<file path="src/rtl/dramctl_pkg.sv">
package dramctl_pkg;
  typedef enum logic [2:0] {
    ST_IDLE, ST_ACT, ST_COL, ST_OPEN, ST_PRE, ST_REF
  } dramState_t;

  typedef enum logic [1:0] {
    ADDR_ROW, ADDR_COL, ADDR_REF
  } addrSel_t;

  typedef struct packed {
    logic     latchReq;
    logic     latchOpenRow;
    logic     captureRead;
    logic     advRefRow;
    addrSel_t addrSel;
  } dpStrobe_t;
endpackage

</file>
<file path="src/rtl/dram_refresh_timer.sv">
module dram_refresh_timer #(
  parameter int REFRESH_INTERVAL = 64
) (
  input  logic clk,
  input  logic rstN,
  input  logic refDone,
  output logic refPending
);
  localparam int RT_W = (REFRESH_INTERVAL > 2) ? $clog2(REFRESH_INTERVAL) : 1;

  logic [RT_W-1:0] intervalQ;
  logic            pendQ;
  logic            expire;

  assign expire = (intervalQ == '0);

  always_ff @(posedge clk) begin
    if (!rstN) begin
      intervalQ <= RT_W'(REFRESH_INTERVAL - 1);
      pendQ     <= 1'b0;
    end else begin
      intervalQ <= expire ? RT_W'(REFRESH_INTERVAL - 1) : intervalQ - 1'b1;
      if (expire)       pendQ <= 1'b1;
      else if (refDone) pendQ <= 1'b0;
    end
  end

  assign refPending = pendQ;


  refresh_clears_chk: assert property (@(posedge clk) disable iff (!rstN)
    (refDone && !expire) |=> !refPending);
endmodule

</file>
<file path="src/rtl/dram_page_ctrl_dp.sv">
module dram_page_ctrl_dp import dramctl_pkg::*; #(
  parameter int ROW_W  = 4,
  parameter int COL_W  = 4,
  parameter int DATA_W = 8
) (
  input  logic                   clk,
  input  logic                   rstN,
  input  dpStrobe_t              strb,
  input  logic [ROW_W+COL_W-1:0] reqAddr,
  input  logic                   reqWrite,
  input  logic [DATA_W-1:0]      reqWdata,
  output logic                   pageHit,
  output logic                   isWrite,
  output logic [((ROW_W > COL_W) ? ROW_W : COL_W)-1:0] dramAddr,
  output logic [DATA_W-1:0]      memWdata,
  input  logic [DATA_W-1:0]      memRdata,
  output logic                   rdValid,
  output logic [DATA_W-1:0]      rdData
);
  localparam int AW = ROW_W + COL_W;

  logic [ROW_W-1:0]  reqRowQ, openRowQ, refRowQ;
  logic [COL_W-1:0]  reqColQ;
  logic              isWriteQ;
  logic [DATA_W-1:0] wdataQ, rdDataQ;
  logic              rdValidQ;

  always_ff @(posedge clk) begin
    if (!rstN) begin
      reqRowQ  <= '0;
      reqColQ  <= '0;
      isWriteQ <= 1'b0;
      wdataQ   <= '0;
      openRowQ <= '0;
      refRowQ  <= '0;
      rdDataQ  <= '0;
      rdValidQ <= 1'b0;
    end else begin
      if (strb.latchReq) begin
        reqRowQ  <= reqAddr[AW-1:COL_W];
        reqColQ  <= reqAddr[COL_W-1:0];
        isWriteQ <= reqWrite;
        wdataQ   <= reqWdata;
      end
      if (strb.latchOpenRow) openRowQ <= reqRowQ;
      if (strb.advRefRow)    refRowQ  <= refRowQ + 1'b1;
      if (strb.captureRead)  rdDataQ  <= memRdata;
      rdValidQ <= strb.captureRead;
    end
  end

  always_comb begin
    dramAddr = '0;
    case (strb.addrSel)
      ADDR_COL: dramAddr[COL_W-1:0] = reqColQ;
      ADDR_REF: dramAddr[ROW_W-1:0] = refRowQ;
      default:  dramAddr[ROW_W-1:0] = reqRowQ;
    endcase
  end

  assign pageHit  = (reqAddr[AW-1:COL_W] == openRowQ);
  assign isWrite  = isWriteQ;
  assign memWdata = wdataQ;
  assign rdValid  = rdValidQ;
  assign rdData   = rdDataQ;


  rd_single_pulse_chk: assert property (@(posedge clk) disable iff (!rstN)
    rdValid |=> !rdValid);


  ref_row_step_chk: assert property (@(posedge clk) disable iff (!rstN)
    strb.advRefRow |=> (refRowQ == ROW_W'($past(refRowQ) + 1'b1)));
endmodule

</file>
<file path="src/rtl/dram_page_ctrl_fsm.sv">
module dram_page_ctrl_fsm import dramctl_pkg::*; #(
  parameter int T_RP  = 2,
  parameter int T_RCD = 2,
  parameter int T_CAS = 2,
  parameter int T_RAS = 3
) (
  input  logic      clk,
  input  logic      rstN,
  input  logic      reqValid,
  output logic      reqReady,
  input  logic      refPending,
  input  logic      pageHit,
  input  logic      isWrite,
  output dpStrobe_t strb,
  output logic      refDone,
  output logic      dramRasN,
  output logic      dramCasN,
  output logic      dramWeN
);
  localparam int TW = $clog2(T_RP + T_RCD + T_CAS + T_RAS + 1);

  dramState_t    stateQ, stateD;
  logic [TW-1:0] cntQ, cntD;
  logic          busyQ, busyD;
  logic          accept, tDone;

  assign reqReady = ((stateQ == ST_IDLE) || (stateQ == ST_OPEN)) && !refPending;
  assign accept   = reqValid && reqReady;
  assign tDone    = (cntQ == '0);

  always_comb begin
    stateD = stateQ;
    cntD   = tDone ? cntQ : cntQ - 1'b1;
    busyD  = busyQ || accept;
    case (stateQ)
      ST_IDLE: begin
        if (refPending) begin
          stateD = ST_REF;  cntD = TW'(T_RAS - 1);
        end else if (accept) begin
          stateD = ST_ACT;  cntD = TW'(T_RCD - 1);
        end
      end
      ST_ACT: if (tDone) begin
        stateD = ST_COL;  cntD = TW'(T_CAS - 1);
      end
      ST_COL: if (tDone) begin
        stateD = ST_OPEN; busyD = 1'b0;
      end
      ST_OPEN: begin
        if (refPending || (accept && !pageHit)) begin
          stateD = ST_PRE;  cntD = TW'(T_RP - 1);
        end else if (accept) begin
          stateD = ST_COL;  cntD = TW'(T_CAS - 1);
        end
      end
      ST_PRE: if (tDone) begin
        if (refPending) begin
          stateD = ST_REF;  cntD = TW'(T_RAS - 1);
        end else if (busyQ) begin
          stateD = ST_ACT;  cntD = TW'(T_RCD - 1);
        end else begin
          stateD = ST_IDLE;
        end
      end
      ST_REF: if (tDone) begin
        stateD = ST_PRE;  cntD = TW'(T_RP - 1);
      end
      default: stateD = ST_IDLE;
    endcase
  end

  always_ff @(posedge clk) begin
    if (!rstN) begin
      stateQ <= ST_IDLE;
      cntQ   <= '0;
      busyQ  <= 1'b0;
    end else begin
      stateQ <= stateD;
      cntQ   <= cntD;
      busyQ  <= busyD;
    end
  end

  assign dramRasN = !((stateQ == ST_ACT) || (stateQ == ST_COL) ||
                      (stateQ == ST_OPEN) || (stateQ == ST_REF));
  assign dramCasN = (stateQ != ST_COL);
  assign dramWeN  = !((stateQ == ST_COL) && isWrite);

  always_comb begin
    strb.latchReq     = accept;
    strb.latchOpenRow = (stateQ == ST_ACT);
    strb.captureRead  = (stateQ == ST_COL) && tDone && !isWrite;
    strb.advRefRow    = (stateQ == ST_REF) && tDone;
    case (stateQ)
      ST_COL:  strb.addrSel = ADDR_COL;
      ST_REF:  strb.addrSel = ADDR_REF;
      default: strb.addrSel = ADDR_ROW;
    endcase
  end
  assign refDone = strb.advRefRow;

  // Strobe run-length counters for the timing checks
  logic [TW-1:0] highRun, lowRun;
  always_ff @(posedge clk) begin
    if (!rstN) begin
      highRun <= TW'(T_RP);
      lowRun  <= '0;
    end else begin
      highRun <= !dramRasN ? '0 : ((highRun >= TW'(T_RP)) ? highRun : highRun + 1'b1);
      lowRun  <=  dramRasN ? '0 : ((lowRun >= TW'(T_RCD)) ? lowRun : lowRun + 1'b1);
    end
  end


  cas_needs_ras_chk: assert property (@(posedge clk) disable iff (!rstN)
    !dramCasN |-> !dramRasN);


  precharge_time_chk: assert property (@(posedge clk) disable iff (!rstN)
    $fell(dramRasN) |-> (highRun >= TW'(T_RP)));


  ras_to_cas_chk: assert property (@(posedge clk) disable iff (!rstN)
    $fell(dramCasN) |-> (lowRun >= TW'(T_RCD)));


  refresh_blocks_ready_chk: assert property (@(posedge clk) disable iff (!rstN)
    refPending |-> !reqReady);


  one_in_flight_chk: assert property (@(posedge clk) disable iff (!rstN)
    (reqValid && reqReady) |=> !reqReady);
endmodule

</file>
<file path="src/rtl/dram_page_ctrl.sv">
module dram_page_ctrl import dramctl_pkg::*; #(
  parameter int ROW_W            = 4,
  parameter int COL_W            = 4,
  parameter int DATA_W           = 8,
  parameter int T_RP             = 2,
  parameter int T_RCD            = 2,
  parameter int T_CAS            = 2,
  parameter int T_RAS            = 3,
  parameter int REFRESH_INTERVAL = 64
) (
  input  logic                   clk,
  input  logic                   rstN,
  input  logic                   reqValid,
  output logic                   reqReady,
  input  logic                   reqWrite,
  input  logic [ROW_W+COL_W-1:0] reqAddr,
  input  logic [DATA_W-1:0]      reqWdata,
  output logic                   rdValid,
  output logic [DATA_W-1:0]      rdData,
  output logic [((ROW_W > COL_W) ? ROW_W : COL_W)-1:0] dramAddr,
  output logic                   dramRasN,
  output logic                   dramCasN,
  output logic                   dramWeN,
  output logic [DATA_W-1:0]      memWdata,
  input  logic [DATA_W-1:0]      memRdata
);
  dpStrobe_t strb;
  logic      refPending, refDone, pageHit, isWrite;

  dram_refresh_timer #(.REFRESH_INTERVAL(REFRESH_INTERVAL)) u_timer (
    .clk(clk), .rstN(rstN), .refDone(refDone), .refPending(refPending)
  );

  dram_page_ctrl_fsm #(.T_RP(T_RP), .T_RCD(T_RCD), .T_CAS(T_CAS), .T_RAS(T_RAS)) u_fsm (
    .clk(clk), .rstN(rstN), .reqValid(reqValid), .reqReady(reqReady),
    .refPending(refPending), .pageHit(pageHit), .isWrite(isWrite),
    .strb(strb), .refDone(refDone),
    .dramRasN(dramRasN), .dramCasN(dramCasN), .dramWeN(dramWeN)
  );

  dram_page_ctrl_dp #(.ROW_W(ROW_W), .COL_W(COL_W), .DATA_W(DATA_W)) u_dp (
    .clk(clk), .rstN(rstN), .strb(strb),
    .reqAddr(reqAddr), .reqWrite(reqWrite), .reqWdata(reqWdata),
    .pageHit(pageHit), .isWrite(isWrite),
    .dramAddr(dramAddr), .memWdata(memWdata), .memRdata(memRdata),
    .rdValid(rdValid), .rdData(rdData)
  );
endmodule

</file>
<file path="config.mk">
export PLATFORM = sky130hd
export DESIGN_NAME = dram_page_ctrl
export DESIGN_NICKNAME = d
export VERILOG_FILES = /design/src/rtl/dramctl_pkg.sv /design/src/rtl/dram_refresh_timer.sv /design/src/rtl/dram_page_ctrl_dp.sv /design/src/rtl/dram_page_ctrl_fsm.sv /design/src/rtl/dram_page_ctrl.sv
export SDC_FILE = /design/constraint.sdc
export NUM_CORES = 1
export LEC_CHECK = 0
export BUFFER_PORTS_ARGS = -buffer_cell sky130_fd_sc_hd__buf_4
export CAP_MARGIN = 30
export CORE_MARGIN = 2
export CORE_UTILIZATION = 33
export CTS_CLUSTER_DIAMETER = 100
export DETAILED_ROUTE_END_ITERATION = 6
export PLACE_DENSITY = 0.58
export SYNTH_ARGS = -nofsm -noshare
export SYNTH_HDL_FRONTEND = slang
export SYNTH_SLANG_ARGS = --single-unit
</file>
<file path="constraint.sdc">
create_clock -name clk -period 2.55 [get_ports clk]
set_input_delay 0.51 -clock clk [delete_from_list [all_inputs] [get_ports clk]]
set_output_delay 0.51 -clock clk [all_outputs]
set_load 0.005 [all_outputs]
</file>
==> results of run 1 <==
[report_power, final]
group	internal, mW	total [mW]	switching, mW
Combinational	0.500	1.08	0.581
Sequential	0.883	1.00	0.117
Clock	0.190	0.443	0.254
[per-layer routing]
metal / vias to the layer above / GRT usage [%]
met1: 934 / 19.2
met2: 43 / 22.9
met4: 0 / 4.27
li1: 1040 / -
met5: - / 0
met3: 4 / 3.69
[worst min-delay path by stage]
| stage | cells past startpoint | slack [ps] | endpoint | from |
|---|---|---|---|---|
| 6_report | 1 | 400 | u_timer.intervalQ[0] | u_timer.intervalQ[0] |
| 4_1_cts | 1 | 410 | u_timer.intervalQ[0] | u_timer.intervalQ[0] |
| 3_3_place_gp | 1 | 380 | u_timer.intervalQ[0] | u_timer.intervalQ[0] |
| 2_1_floorplan | 1 | 370 | u_timer.intervalQ[0] | u_timer.intervalQ[0] |
| 5_1_grt | 1 | 430 | u_timer.intervalQ[0] | u_timer.intervalQ[0] |
| 3_5_place_dp | 1 | 390 | u_timer.intervalQ[0] | u_timer.intervalQ[0] |
[worst register-to-register path, cell delays in order (launching register included)]
cell,delay [ps]
sky130_fd_sc_hd__dfxtp_1,360
sky130_fd_sc_hd__inv_1,70
sky130_fd_sc_hd__ha_1,160
sky130_fd_sc_hd__nor3b_2,450
sky130_fd_sc_hd__inv_2,80
sky130_fd_sc_hd__ha_1,320
sky130_fd_sc_hd__nor2_1,110
sky130_fd_sc_hd__o21ai_0,80
sky130_fd_sc_hd__o2111a_1,160
sky130_fd_sc_hd__o31a_1,230
[layout make-up]
type,instances,area share (%)
clock buffer,5,2.35
clock inverter,2,0.556
inverter,7,0.899
multi-input combinational,202,43.4
sequential,49,33.5
tap,96,4.11
timing repair buffer,59,15.1
[cells in the mapped netlist (3+ instances only)]
cell type                  count  share of area [%]
sky130_fd_sc_hd__nand2b_1      4                1.1
sky130_fd_sc_hd__o21ai_0       9                1.9
sky130_fd_sc_hd__nor3_1        6                1.3
sky130_fd_sc_hd__nor2_1       13                2.1
sky130_fd_sc_hd__a21oi_1       8                1.7
sky130_fd_sc_hd__nand3_1       7                1.5
sky130_fd_sc_hd__ha_1          4                2.1
sky130_fd_sc_hd__o22ai_1       5                1.3
sky130_fd_sc_hd__mux2i_1      14                5.9
sky130_fd_sc_hd__buf_2         4               0.84
sky130_fd_sc_hd__nor2b_1      19                5.0
sky130_fd_sc_hd__buf_4         3               0.95
sky130_fd_sc_hd__nand2_1      49                7.7
sky130_fd_sc_hd__xnor2_1      11                4.1
sky130_fd_sc_hd__and2_1        4                1.1
sky130_fd_sc_hd__clkbuf_1      9                1.4
sky130_fd_sc_hd__inv_1         6               0.95
sky130_fd_sc_hd__a21boi_0     15                4.7
sky130_fd_sc_hd__dfxtp_1      49                 41
[sequential cells by signal, indices dropped and copies added, names as in the netlist]
signal              flops
u_fsm.busyQ             1
u_fsm.cntQ              4
u_dp.refRowQ            4
u_timer.intervalQ       6
u_dp.rdValid            1
u_timer.refPending      1
u_dp.isWrite            1
u_fsm.stateQ            3
u_dp.reqColQ            4
u_dp.reqRowQ            4
u_dp.memWdata           8
u_dp.rdData             8
u_dp.openRowQ           4
[cells by family after synthesis]
family                     share of synthesized area, %
muxes                                              5.89
buffers and inverters                              5.42
DFF                                                41.2
adders and majority gates                          2.10
xor gates and xnor gates                           4.79
and+or+nand+nor                                    23.9
AOI/OAI and AO/OA                                  16.7
[per-stage QoR]
| step | utilization, % | cells | hold WS, ps | power (mW) |
|---|---|---|---|---|
| 2_1_floorplan | - | 277 | 366 | 1.75 |
| 3_3_place_gp | 41.3 | 413 | 377 | 2.09 |
| 3_5_place_dp | 41.3 | 413 | 387 | 2.11 |
| 4_1_cts | 42.6 | 420 | 409 | 2.55 |
| 5_1_grt | 42.6 | 420 | 425 | 2.73 |
| 6_report | 42.6 | 420 | 401 | 2.53 |
==> impl_metrics.ini, run 1 <==
[setup_path]
rr_startpoint = u_fsm.cntQ[1]
worst-endpoint-required_ps = 2040
cp_num_cells = 5
regToRegEndpoint = u_fsm.cntQ[0]
timing.critical_path.max_delay_family = flip-flops
critical_path.slowest_cell = sky130_fd_sc_hd__dfxtp_1
critical_path.max_fanout = 15
cp_cell_sequence = nor2b_1 > a21o_1 > o22ai_1 > a21oi_1 > buf_4
timing.critical_path.from_type = flip-flop
end_kind = primary output
ff2ff_path_depth = 9
timing.critical_path.arrival_ps = 1870
crit_start = u_fsm.stateQ[0]
critical_path_buf_inv_count = 1
critical-path-max-stage-delay_ps = 630
path_class = reg -> out
crit_end = dramAddr[0]
reg2reg_slack_ps = 430

[placement]
dp_hpwl_um = 3750
place_area_um2 = 2840
place.gp.congestion = 0.781
pre_cts_ws_ps = 460
io_buffer_count = 52

[detailed_routing]
vias_per_cell = 4.81
detailroute.wirelength.met3_um = 294
detailroute.wirelength.met2_um = 2400
wirelength_um = 5300
detailroute.via_count = 2021
routed_wire_length_per_instance_um = 12.6
detail_route.drc_violations = 0
drt.antenna.violating_nets = 0
drt_first_pass_iters = 4
drt-initial-drc-count = 86
drt-met1-wl_um = 2550
topRoutingLayerUsed = met4

[logic_synthesis]
synth.yosys.seq_area_share_pct = 41.2
syn-mean-instance-area_um2 = 8.59
synth_flop_cell = sky130_fd_sc_hd__dfxtp_1
postSynthCellCount = 277
ys_warn_count = 0
netlist-cell-type-count = 46
post_syn_nets = 309
async_reset_ff_share_pct = 0
synth_enable_flop_cells = 0
synth_area_um2 = 2380
synth_seq_cells = 49

[clocking]
max-clock-path-buffers = 2
cts.repair.resized = 0
holdBufCountCts = 0
cts.repair_timing.setup_buffer_count = 0
cts-buffers-inserted = 5
cts-root-buf = sky130_fd_sc_hd__clkbuf_8
clk-insertion-delay-late_ps = 290
cts-htree-levels = 2
tritoncts = yes
clkTransAtPathRegs_ps = 90
clkSinkCount = 49

[sta]
achievable-frequency_mhz = 420
timing_max_transition_violations_final = 0
slew_headroom_pct = 63.5
timing.final.crit_period_ps = 2380
finalSetupViolations = 0
tns_ps = 0
final.setup_skew_ps = 5.98
fin_ws_ps = 168
setup_repair_after_global_routing_missed_its_margin = false
report.final.hold_viol_count = 0
finalCritPeriodShare_pct = 93.4
timing_worst_slew_pin_value_ps = 540

[die]
design.portCount = 53
num_rows = 30
dieWidth_um = 88.9
floorplan.initialDensity_pct = 34.6
floorplan.die_area_um2 = 7900
die_height_um = 88.9
core_box_area_um2 = 6870

[pwr]
leakagePower_nw = 1.15
power.ir.vdd_worst_mv = 0.360
power-per-cell-area_nw_per_um2 = 864

[final_layout]
commonest_cells_after_routing_fill_and_taps_aside = sky130_fd_sc_hd__buf_4 (59), sky130_fd_sc_hd__nand2_1 (49), sky130_fd_sc_hd__dfxtp_1 (49), sky130_fd_sc_hd__nor2b_1 (19), sky130_fd_sc_hd__a21boi_0 (15)
final-seq-area_um2 = 981
finalInstanceArea_um2 = 2920
n_antenna_cell = 0
final_common_cell = sky130_fd_sc_hd__buf_4
final_layout_size_suffix_gt1_share_pct = 21.9
nNetsFinal = 356
area_growth_syn_to_fin_pct = 22.9
fillers = 745
multi_input_comb_area_um2 = 1270

[global_routing]
via_count_of_the_first_global_routing_pass = 1916
grt_max_degree = 48
gr-total-overflow = 0
grt_first_pass_wirelength_um = 8900
antenna_found_initial = 0
grt_use_total_pct = 14.4

[job]
cap_viol_max_count = 0

[status]
run_status = complete, no violations

[min_path]
min_path_type = reg -> reg
Note: power is estimated with default switching activity, not from simulation.
==> run 2: changes to the inputs <==
ABC_AREA = 1   (was default)
clock period = 2.7 ns   (was 2.55 ns; I/O delays follow)
==> impl_metrics.ini, run 2 <==
[status]
run_status = complete, no violations

[detailed_routing]
routed_wire_length_per_instance_um = 11.7
detailroute.via_count = 2133
drt_first_pass_iters = 4
vias_per_cell = 4.70
wirelength_um = 5320
drt-initial-drc-count = 100
drt.antenna.violating_nets = 0
detail_route.drc_violations = 0

[global_routing]
gr-total-overflow = 0
antenna_found_initial = 0
grt_first_pass_wirelength_um = 8740
via_count_of_the_first_global_routing_pass = 1927
grt_max_degree = 41
grt_use_total_pct = 14.7

[logic_synthesis]
synth_area_um2 = 2260
netlist-cell-type-count = 27
synth.mux.area_fraction_pct = 0
synth_top_family_by_area = simple AND/OR/NAND/NOR gates
post_syn_nets = 355
post_synth_and_or_nand_nor_area_fraction_pct = 24.3
yosysMostFrequentCell = sky130_fd_sc_hd__nor2_1
synth_flop_cell = sky130_fd_sc_hd__dfxtp_1
async_reset_ff_share_pct = 0
syn-mean-instance-area_um2 = 6.98
synth_seq_cells = 49
synth.yosys.seq_area_share_pct = 43.5
synth_compound_gate_area_share_pct = 19.2
post_synth_xor_area_fraction_pct = 0.388
yosys-top-cells-count = sky130_fd_sc_hd__nor2_1 (55), sky130_fd_sc_hd__nand2_1 (53), sky130_fd_sc_hd__dfxtp_1 (49), sky130_fd_sc_hd__inv_1 (43), sky130_fd_sc_hd__o21ai_0 (37)
ys_warn_count = 0
top_cell_type_s_share_of_synthesized_area_pct = 43.5
postSynthCellCount = 323
synth.area.top_cells = sky130_fd_sc_hd__dfxtp_1 (43%), sky130_fd_sc_hd__nor2_1 (9.2%), sky130_fd_sc_hd__nand2_1 (8.8%)
synth_enable_flop_cells = 0
synth-adder-area-share_pct = 2.22
synth_area_leader_cell = sky130_fd_sc_hd__dfxtp_1

[pwr]
power.clock.fraction_pct = 19.4
power_switching_mw = 1.12
leakagePower_nw = 1.33
comb_pwr_share_pct = 43.8
pwr-share-seq_pct = 36.8
switching_share_pct = 39.3
power-per-cell-area_nw_per_um2 = 1010
power.ir.vdd_worst_mv = 0.318
p_int_mw = 1.72

[sta]
fin_ws_ps = 406
report.final.hold_viol_count = 0
tns_ps = 0
slew_headroom_pct = 70.8
whs_ps = 406
achievable-frequency_mhz = 436
setup_repair_after_global_routing_missed_its_margin = false
finalSetupViolations = 0
timing_max_transition_violations_final = 0
timing.final.crit_period_ps = 2290
finalCritPeriodShare_pct = 85.0
final.setup_skew_ps = 10.4
timing_worst_slew_pin_value_ps = 438

[final_layout]
nNetsFinal = 405
area_growth_syn_to_fin_pct = 24.7
final_common_cell = sky130_fd_sc_hd__nor2_1
n_antenna_cell = 0
final_layout_size_suffix_gt1_share_pct = 20.6
final-instance-count-excl-fill = 454
multi_input_comb_area_um2 = 1040
final-seq-area_um2 = 981
fillers = 713
commonest_cells_after_routing_fill_and_taps_aside = sky130_fd_sc_hd__nor2_1 (55), sky130_fd_sc_hd__nand2_1 (53), sky130_fd_sc_hd__buf_4 (53), sky130_fd_sc_hd__dfxtp_1 (49), sky130_fd_sc_hd__inv_1 (43)

[setup_path]
path_class = reg -> out
rr_startpoint = u_fsm.cntQ[0]
worst-endpoint-required_ps = 2160
critical_path_buf_inv_count = 3
reg2reg_slack_ps = 790
critical_path.max_fanout = 7
ff2ff_path_depth = 10
timing.critical_path.arrival_ps = 1750
cp_cell_sequence = inv_1 > nor2_1 > nand2_2 > inv_1 > nor2_1 > nand2_1 > o221ai_1 > buf_4
end_kind = primary output
critical-path-max-stage-delay_ps = 480
timing.critical_path.from_type = flip-flop
critical_path.slowest_cell = sky130_fd_sc_hd__dfxtp_1
timing.critical_path.max_delay_family = flip-flops
cp_num_cells = 8
regToRegEndpoint = u_fsm.cntQ[0]

[clocking]
clkSinkCount = 49
cts-root-buf = sky130_fd_sc_hd__clkbuf_8
cts.repair.resized = 0
holdBufCountCts = 0
max-clock-path-buffers = 2
cts-htree-levels = 2
cts.repair_timing.setup_buffer_count = 0
clk-insertion-delay-late_ps = 310
clkTransAtPathRegs_ps = 90
tritoncts = yes
cts-buffers-inserted = 5

[min_path]
min-delay-start = u_timer.intervalQ[0]
min_delay_worst_endpoint = u_timer.intervalQ[0]
min_path_type = reg -> reg
min_delay_path_depth = 1

[die]
floorplan.die_area_um2 = 7510
floorplan.initialDensity_pct = 33.6
die_height_um = 86.7
num_rows = 30
design.portCount = 53
core_box_area_um2 = 6720
dieWidth_um = 86.7

[job]
cap_viol_max_count = 0

[placement]
place.detailed.instances = 446
place.gp.congestion = 0.817
dp_hpwl_um = 3920
pre_cts_ws_ps = 750
io_buffer_count = 52
## run 2: cell count changes in the layout (fill, tap and decap cells not counted), sizes merged, moves of 8 or more
cell / previous run / this run
nor2: 13 / 59
nor3: 8 / 0
nand2: 49 / 60
a21oi: 8 / 28
mux2i: 14 / 0
nor2b: 19 / 0
xnor2: 11 / 0
o21ai: 9 / 45
inv: 7 / 46
a21boi: 17 / 0
## run 2: worst max path at each step
stage / start / end / slack, ps
after floorplan: u_fsm.cntQ[0] / u_fsm.cntQ[0] / 1020
after global placement: u_fsm.cntQ[0] / u_fsm.cntQ[0] / 800
after detailed placement: u_fsm.stateQ[0] / dramAddr[3] / 750
after CTS: u_fsm.stateQ[0] / dramAddr[3] / 400
after global routing: u_fsm.stateQ[0] / dramAddr[3] / 250
final: u_fsm.stateQ[0] / dramAddr[3] / 410
## run 2: cells by family after synthesis
kind of cell,count (synthesis)
simple gates,131
flops,49
xor+xnor,1
buf+inv,56
compound gates,82
fa+ha+maj,4
## run 2: worst register-to-register path, stage by stage (launching register included)
cell                        delay [ps]
sky130_fd_sc_hd__dfxtp_1           360
sky130_fd_sc_hd__inv_1              70
sky130_fd_sc_hd__ha_1              220
sky130_fd_sc_hd__nand2_1           320
sky130_fd_sc_hd__ha_1              340
sky130_fd_sc_hd__o21ai_0           150
sky130_fd_sc_hd__nand2_1            70
sky130_fd_sc_hd__nand2_1            70
sky130_fd_sc_hd__o2111ai_1         120
sky130_fd_sc_hd__nand2_1            80
sky130_fd_sc_hd__inv_1              40
## run 2: power by group through the flow
stage	clock network, mW	logic (mW)	registers, mW
6_report	0.552	1.24	1.05
5_1_grt	0.601	1.43	1.07
4_1_cts	0.572	1.26	1.05
3_5_place_dp	0	1.25	1.06
3_3_place_gp	0	1.24	1.06
2_1_floorplan	0	0.905	1.02
## run 2: per-layer routing
metal	vias to the layer above	GRT usage, %	routed length [µm]
li1	1129	-	-
met1	950	18.7	2590
met2	45	24.0	2360
met3	9	3.43	276
met4	0	5.97	87
met5	-	0	0
## run 2: final cells by class
type | count | area share (%)
clock buffers | 6 | 2.93
well taps | 80 | 3.56
flip-flops and latches | 49 | 34.9
inverters | 46 | 6.14
clock inverters | 2 | 1.33
repair buffers | 53 | 14.1
multi-input cells | 218 | 37.0
## run 2: stage by stage
stage	area (µm²)	power, mW	utilization (%)
after CTS	2810	2.87	41.9
after global routing	2810	3.10	41.9
after global placement	2690	2.30	40.1
after floorplan	2260	1.93	-
after detailed placement	2690	2.32	40.1
final	2810	2.84	41.9
